**config.mk**
```make
export PLATFORM = sky130hd
export DESIGN_NAME = galpat_tester
export DESIGN_NICKNAME = d
export VERILOG_FILES = /design/src/rtl/galpat_pkg.sv /design/src/rtl/galpat_seq.sv /design/src/rtl/galpat_cmp.sv /design/src/rtl/galpat_tester.sv
export SDC_FILE = /design/constraint.sdc
export NUM_CORES = 1
export LEC_CHECK = 0
export ABC_AREA = 0
export BUFFER_PORTS_ARGS = -buffer_cell sky130_fd_sc_hd__buf_2
export CAP_MARGIN = 20
export CORE_MARGIN = 1.5
export CORE_UTILIZATION = 25
export DETAILED_ROUTE_END_ITERATION = 8
export GPL_TIMING_DRIVEN = 0
export PLACE_DENSITY_LB_ADDON = 0.3
export SYNTH_ARGS = -nofsm -noshare
export SYNTH_HDL_FRONTEND = slang
export SYNTH_SLANG_ARGS = --single-unit
```
**constraint.sdc**
```tcl
create_clock -name clk_i -period 2.3 [get_ports clk_i]
set_input_delay 0.46 -clock clk_i [delete_from_list [all_inputs] [get_ports clk_i]]
set_output_delay 0.46 -clock clk_i [all_outputs]
set_load 0.005 [all_outputs]
```
**src/rtl/galpat_pkg.sv**
```systemverilog
package galpat_pkg;
  typedef enum logic [2:0] {
    ST_IDLE, ST_FILL, ST_SETB, ST_RDB, ST_RDO, ST_RSTB, ST_DONE
  } gp_state_e;

  localparam logic KIND_BASE  = 1'b0;
  localparam logic KIND_OTHER = 1'b1;
endpackage

```
**src/rtl/galpat_seq.sv**
```systemverilog
module galpat_seq
  import galpat_pkg::*;
#(
  parameter int DEPTH  = 16,
  parameter int DATA_W = 4,
  localparam int AW    = $clog2(DEPTH)
) (
  input  logic              clk_i,
  input  logic              rst_ni,
  input  logic              start_i,
  input  logic              abort_i,
  output logic              busy_o,
  output logic              clr_o,
  output logic              done_o,
  output logic [AW-1:0]     addr_o,
  output logic              we_o,
  output logic              re_o,
  output logic [DATA_W-1:0] wdata_o,
  output logic [DATA_W-1:0] exp_o,
  output logic [1:0]        op_o
);
  localparam logic [AW-1:0] LAST  = AW'(DEPTH - 1);
  localparam logic [AW-1:0] LAST2 = AW'(DEPTH - 2);

  gp_state_e         state_q, state_d;
  logic              bg_q, bg_d;
  logic [AW-1:0]     base_q, base_d, idx_q, idx_d;
  logic [DATA_W-1:0] fill;
  logic [AW-1:0]     idx_inc, idx_next;
  logic              last_other;

  assign fill       = {DATA_W{bg_q}};
  assign idx_inc    = idx_q + AW'(1);
  assign idx_next   = (idx_inc == base_q) ? idx_q + AW'(2) : idx_inc;
  assign last_other = (idx_q == LAST) || (idx_q == LAST2 && base_q == LAST);

  assign busy_o = (state_q != ST_IDLE);
  assign done_o = (state_q == ST_DONE);
  assign clr_o  = (state_q == ST_IDLE) && start_i;

  always_comb begin
    addr_o  = '0;
    we_o    = 1'b0;
    re_o    = 1'b0;
    wdata_o = '0;
    exp_o   = '0;
    op_o    = {bg_q, KIND_BASE};
    unique case (state_q)
      ST_FILL: begin we_o = 1'b1; addr_o = idx_q;  wdata_o = fill;  end
      ST_SETB: begin we_o = 1'b1; addr_o = base_q; wdata_o = ~fill; end
      ST_RDB:  begin re_o = 1'b1; addr_o = base_q; exp_o = ~fill;   end
      ST_RDO: begin
        re_o   = 1'b1;
        addr_o = idx_q;
        exp_o  = fill;
        op_o   = {bg_q, KIND_OTHER};
      end
      ST_RSTB: begin we_o = 1'b1; addr_o = base_q; wdata_o = fill; end
      default: ;
    endcase
  end

  always_comb begin
    state_d = state_q;
    bg_d    = bg_q;
    base_d  = base_q;
    idx_d   = idx_q;
    unique case (state_q)
      ST_IDLE: if (start_i) begin
        state_d = ST_FILL; bg_d = 1'b0; idx_d = '0; base_d = '0;
      end
      ST_FILL: if (idx_q == LAST) begin
        state_d = ST_SETB; base_d = '0;
      end else idx_d = idx_inc;
      ST_SETB: begin
        state_d = ST_RDB;
        idx_d   = AW'(base_q == '0);
      end
      ST_RDB: state_d = ST_RDO;
      ST_RDO: if (last_other) state_d = ST_RSTB;
              else begin state_d = ST_RDB; idx_d = idx_next; end
      ST_RSTB: if (base_q != LAST) begin
        state_d = ST_SETB; base_d = base_q + AW'(1);
      end else if (bg_q) state_d = ST_DONE;
      else begin
        state_d = ST_FILL; bg_d = 1'b1; idx_d = '0;
      end
      ST_DONE: state_d = ST_IDLE;
      default: state_d = ST_IDLE;
    endcase
    if (abort_i && state_q != ST_IDLE && state_q != ST_DONE) state_d = ST_DONE;
  end

  always_ff @(posedge clk_i or negedge rst_ni) begin
    if (!rst_ni) begin
      state_q <= ST_IDLE;
      bg_q    <= 1'b0;
      base_q  <= '0;
      idx_q   <= '0;
    end else begin
      state_q <= state_d;
      bg_q    <= bg_d;
      base_q  <= base_d;
      idx_q   <= idx_d;
    end
  end
endmodule

```
**src/rtl/galpat_cmp.sv**
```systemverilog
module galpat_cmp #(
  parameter int DATA_W = 4,
  parameter int AW     = 4
) (
  input  logic              clk_i,
  input  logic              rst_ni,
  input  logic              clr_i,
  input  logic              re_i,
  input  logic [AW-1:0]     addr_i,
  input  logic [DATA_W-1:0] exp_i,
  input  logic [1:0]        op_i,
  input  logic [DATA_W-1:0] rdata_i,
  output logic              mismatch_o,
  output logic              fail_o,
  output logic [AW-1:0]     fail_addr_o,
  output logic [1:0]        fail_op_o
);
  logic              pend_q;
  logic [DATA_W-1:0] exp_q;
  logic [AW-1:0]     addr_q;
  logic [1:0]        op_q;

  assign mismatch_o = pend_q && (rdata_i != exp_q);

  // read request stage, aligned with the RAM's one-cycle latency
  always_ff @(posedge clk_i or negedge rst_ni) begin
    if (!rst_ni) begin
      pend_q <= 1'b0;
      exp_q  <= '0;
      addr_q <= '0;
      op_q   <= '0;
    end else begin
      pend_q <= re_i;
      exp_q  <= exp_i;
      addr_q <= addr_i;
      op_q   <= op_i;
    end
  end

  always_ff @(posedge clk_i or negedge rst_ni) begin
    if (!rst_ni) begin
      fail_o      <= 1'b0;
      fail_addr_o <= '0;
      fail_op_o   <= '0;
    end else if (clr_i) begin
      fail_o      <= 1'b0;
      fail_addr_o <= '0;
      fail_op_o   <= '0;
    end else if (mismatch_o && !fail_o) begin
      fail_o      <= 1'b1;
      fail_addr_o <= addr_q;
      fail_op_o   <= op_q;
    end
  end
endmodule

```
**src/rtl/galpat_tester.sv**
```systemverilog
module galpat_tester #(
  parameter int DEPTH  = 16,
  parameter int DATA_W = 4,
  localparam int AW    = $clog2(DEPTH)
) (
  input  logic              clk_i,
  input  logic              rst_ni,
  input  logic              start_i,
  input  logic              stop_on_fail_i,
  output logic              done_o,
  output logic              fail_o,
  output logic [AW-1:0]     fail_addr_o,
  output logic [1:0]        fail_op_o,
  output logic [AW-1:0]     mem_addr_o,
  output logic              mem_we_o,
  output logic              mem_re_o,
  output logic [DATA_W-1:0] mem_wdata_o,
  input  logic [DATA_W-1:0] mem_rdata_i
);
  logic              busy, clr, mismatch;
  logic [DATA_W-1:0] exp;
  logic [1:0]        op;

  galpat_seq #(.DEPTH(DEPTH), .DATA_W(DATA_W)) u_seq (
    .clk_i   (clk_i),
    .rst_ni  (rst_ni),
    .start_i (start_i),
    .abort_i (mismatch && stop_on_fail_i),
    .busy_o  (busy),
    .clr_o   (clr),
    .done_o  (done_o),
    .addr_o  (mem_addr_o),
    .we_o    (mem_we_o),
    .re_o    (mem_re_o),
    .wdata_o (mem_wdata_o),
    .exp_o   (exp),
    .op_o    (op)
  );

  galpat_cmp #(.DATA_W(DATA_W), .AW(AW)) u_cmp (
    .clk_i       (clk_i),
    .rst_ni      (rst_ni),
    .clr_i       (clr),
    .re_i        (mem_re_o),
    .addr_i      (mem_addr_o),
    .exp_i       (exp),
    .op_i        (op),
    .rdata_i     (mem_rdata_i),
    .mismatch_o  (mismatch),
    .fail_o      (fail_o),
    .fail_addr_o (fail_addr_o),
    .fail_op_o   (fail_op_o)
  );
endmodule

```
==> reports/summary.log <==
INFO  timing         setup_viol=0
INFO  route          final_antenna_net_count=0
INFO  worst_setup_path timing.rr.start=u_seq.idx_q[1]
INFO  timing         max_freq=454MHz
INFO  grt            overflow=0
INFO  grt            grt.met2_usage=19.2%
INFO  grt            vias_in_the_first_global_route=1375
INFO  die            floorplan.die.width=86.2um
INFO  die            initial_core_util=25.6%
INFO  worst_setup_path timing.critical_path.fanout_max=10
INFO  final_layout   area.growth.synth_to_final=19.2%
INFO  clock_tree     cts-buffers-inserted=3
INFO  final_layout   final_cell_count_no_fill=297
INFO  timing         finalCritPeriodShare=95.9%
INFO  grt            antenna_found_initial=0
INFO  die            floorplan_die_area=7430um2
INFO  final_layout   fin_nets=231
INFO  timing         worst_skew=0.00217ns
INFO  synthesis      synth_cells=186
INFO  route          num_vias=1513
INFO  final_layout   post-route-cell-area=2060um2
INFO  route          detailedRoute.firstPassIterationCount=4
INFO  synthesis      share_of_flip_flops_with_an_asynchronous_set_or_reset_after_synthesis=100%
INFO  hold_path      worstHoldPathType=in -> async
INFO  clock_tree     root_cell_of_the_clock_tree=sky130_fd_sc_hd__clkbuf_8
INFO  worst_setup_path cp-startpoint=u_seq.state_q[1]
INFO  final_layout   antenna_cells_inserted=0
INFO  power          totalPowerFinal=2.45mW
INFO  grt            global_route_wire_length_before_repair=7.18mm
INFO  clock_tree     cts.hold.buffers_added=0
INFO  route          post-route-drc-count=0
INFO  route          routed_wl=4.37mm
INFO  power          p_leak=0.958nW
INFO  placement      globalplace.congestion=0.864
INFO  synthesis      syn_area_cell=9.31um2
INFO  placement      numPlacedInstances=291
INFO  final_layout   layout.cells.most_common_list=27 x sky130_fd_sc_hd__buf_2, 27 x sky130_fd_sc_hd__dfrtp_1, 19 x sky130_fd_sc_hd__nor2_1
INFO  clock_tree     cts.path.max_buffers=2
INFO  grt            grt_start_max_net_pins=28
INFO  die            floorplan.core_area=6760um2
INFO  worst_setup_path cp_arrival=1.74ns
INFO  synthesis      synth_ff_type=sky130_fd_sc_hd__dfrtp_1
INFO  grt            met3_layer_usage_reported_by_global_route=2.29%
INFO  clock_tree     clock_sink_count=27
INFO  route          dr.first_iter.drc_count=182
INFO  timing         min_period=2.20ns
INFO  worst_setup_path critPathLaunchType=flip-flop
INFO  worst_setup_path criticalPathCategory=reg -> out
INFO  synthesis      synth-seq-area-share=39.0%
INFO  worst_setup_path end_kind=primary output
INFO  timing         report.final.hold_viol_count=0
INFO  die            io_pins=26
INFO  synthesis      synthesis.nets=199
INFO  worst_setup_path worst_ep_required=1.84ns
INFO  final_layout   final_layout_size_suffix_gt1_share=26.7%
INFO  synthesis      synth.cell_area=1730um2
INFO  timing         fin_setup_tns=0ns
INFO  synthesis      synthesis.yosys.warnings=0
INFO  grt            grt-busiest-layer=met2
INFO  timing         final-max-slew-violation-count=0
INFO  placement      place_area=1960um2
INFO  route          avgRoutedWirePerCell=14.7um
INFO  placement      buffer_ports.inserted=25
INFO  clock_tree     clk_latency=0.28ns
INFO  clock_tree     clkSlewWorstSetupHoldPaths=0.11ns
INFO  job            maxCapViolations=0
INFO  grt            grt_use_total=12.0%
INFO  power          vdd_ir_max=316uV
INFO  synthesis      ys_seq_elements=27
INFO  placement      place_hpwl=3.23mm
INFO  die            num_rows=30
INFO  grt            global_route.usage.met1=17.2%
INFO  synthesis      synth.distinct_cells=56
INFO  timing         worst_pin_slew=0.762ns
INFO  die            fp.dieH=86.2um
INFO  clock_tree     clock_tree.htree_level_count=1
INFO  route          via_per_inst=5.09
INFO  outcome        status=finished, final reports clean
INFO  worst_setup_path worst_r2r_path_depth=6
INFO  power          cellPowerDensity=1190nW/um2
INFO  clock_tree     tritoncts_clock_tree=yes
INFO  timing         relSlewSlack=49.1%
INFO  synthesis      synth-edff-count=0
-- state kept, by name, indices dropped and copies added, names as in the netlist --
| register | count |
|---|---|
| u_cmp.addr_q | 4 |
| u_cmp.exp_q | 1 |
| u_cmp.fail_addr_o | 4 |
| u_cmp.fail_o | 1 |
| u_cmp.fail_op_o | 2 |
| u_cmp.op_q | 2 |
| u_cmp.pend_q | 1 |
| u_seq.base_q | 4 |
| u_seq.bg_q | 1 |
| u_seq.idx_q | 4 |
| u_seq.state_q | 3 |
-- final timing paths --
check                                          end  slack (ns)
worst max-delay path                mem_wdata_o[1]         0.1
worst min-delay path                u_seq.idx_q[3]        0.17
worst max register to register      u_seq.idx_q[3]         0.1
worst min register to register  u_cmp.fail_op_o[0]        0.50
max in group asynchronous          u_seq.base_q[2]        1.73
min in group clk_i              u_cmp.fail_op_o[0]        0.50
-- what timing repair did --
action | in CTS | in global routing
hold endpoints to repair | 0 | 0
pin swaps | 0 | 1
buffers inserted | 0 | 2
endpoints found under the setup margin | 9 | 12
gates resized for setup | 6 | 13
-- area by class of cell --
type	count	area, um2
clock buffer	3	41.3
buffer	15	109
sequential	27	676
timing repair buffer	27	140
fill	719	4690
tap	80	100
inverter	8	36.3
multi-input combinational	136	955
clock inverter	1	7.51
-- through the flow --
step           utilization [%]  setup slack (ns)  hold slack (ns)
6_report                  30.6            0.0954            0.167
5_1_grt                   30.6          -0.00209            0.223
4_1_cts                   29.9           0.00690            0.204
3_5_place_dp              29.0         -0.000896            0.480
3_3_place_gp              29.0           -0.0447            0.474
2_1_floorplan                -             0.329            0.164
-- worst max-delay path, stage by stage (launching register included) --
cell                      delay, ns
sky130_fd_sc_hd__dfrtp_1       0.42
sky130_fd_sc_hd__buf_2         0.25
sky130_fd_sc_hd__nand2_1       0.17
sky130_fd_sc_hd__nor2_1        0.16
sky130_fd_sc_hd__a22o_1        0.24
sky130_fd_sc_hd__buf_4         0.13
sky130_fd_sc_hd__buf_2         0.10
-- power by group --
group          total [mW]  switching, mW  internal (mW)  leakage, nW
logic                1.43          0.816          0.615        0.576
clock network       0.298          0.174          0.124       0.0217
registers           0.722          0.106          0.616        0.361
-- layer usage --
metal	wire, um	vias to the layer above
met5	0	-
met4	19	0
met3	220	4
met2	2060	43
met1	2060	729
li1	-	737
-- synth_stat cells (2+ instances only) --
cell | count | area, um2
sky130_fd_sc_hd__a21oi_1 | 8 | 40.0
sky130_fd_sc_hd__o21ai_0 | 7 | 35.0
sky130_fd_sc_hd__nand4b_1 | 2 | 17.5
sky130_fd_sc_hd__xnor2_1 | 4 | 35.0
sky130_fd_sc_hd__nand2b_1 | 3 | 18.8
sky130_fd_sc_hd__nand4_1 | 4 | 25.0
sky130_fd_sc_hd__nor4b_1 | 2 | 17.5
sky130_fd_sc_hd__o32ai_1 | 2 | 17.5
sky130_fd_sc_hd__inv_1 | 6 | 22.5
sky130_fd_sc_hd__dfrtp_1 | 27 | 676
sky130_fd_sc_hd__nand2_1 | 16 | 60.1
sky130_fd_sc_hd__nor2_1 | 21 | 78.8
sky130_fd_sc_hd__o31ai_1 | 2 | 15.0
sky130_fd_sc_hd__ha_1 | 5 | 62.6
sky130_fd_sc_hd__mux2i_1 | 11 | 110
sky130_fd_sc_hd__buf_6 | 2 | 22.5
sky130_fd_sc_hd__a211oi_1 | 3 | 22.5
sky130_fd_sc_hd__o22ai_1 | 3 | 18.8
sky130_fd_sc_hd__and3_1 | 2 | 12.5
sky130_fd_sc_hd__a31oi_1 | 2 | 12.5
sky130_fd_sc_hd__nor2b_1 | 2 | 12.5
sky130_fd_sc_hd__or4_1 | 3 | 22.5
sky130_fd_sc_hd__or3_1 | 2 | 12.5
sky130_fd_sc_hd__buf_4 | 5 | 37.5
sky130_fd_sc_hd__buf_2 | 2 | 10.0
sky130_fd_sc_hd__clkbuf_1 | 5 | 18.8
sky130_fd_sc_hd__nand3_1 | 6 | 30.0
-- cell families after synthesis --
kind of cell	share of synthesized area, %
simple gates	23.0
compound gates	17.6
flops	39.0
buf+inv	7.08
mux	6.36
xor+xnor	3.40
fa+ha+maj	3.61
Power figures use the tool's default switching activity.
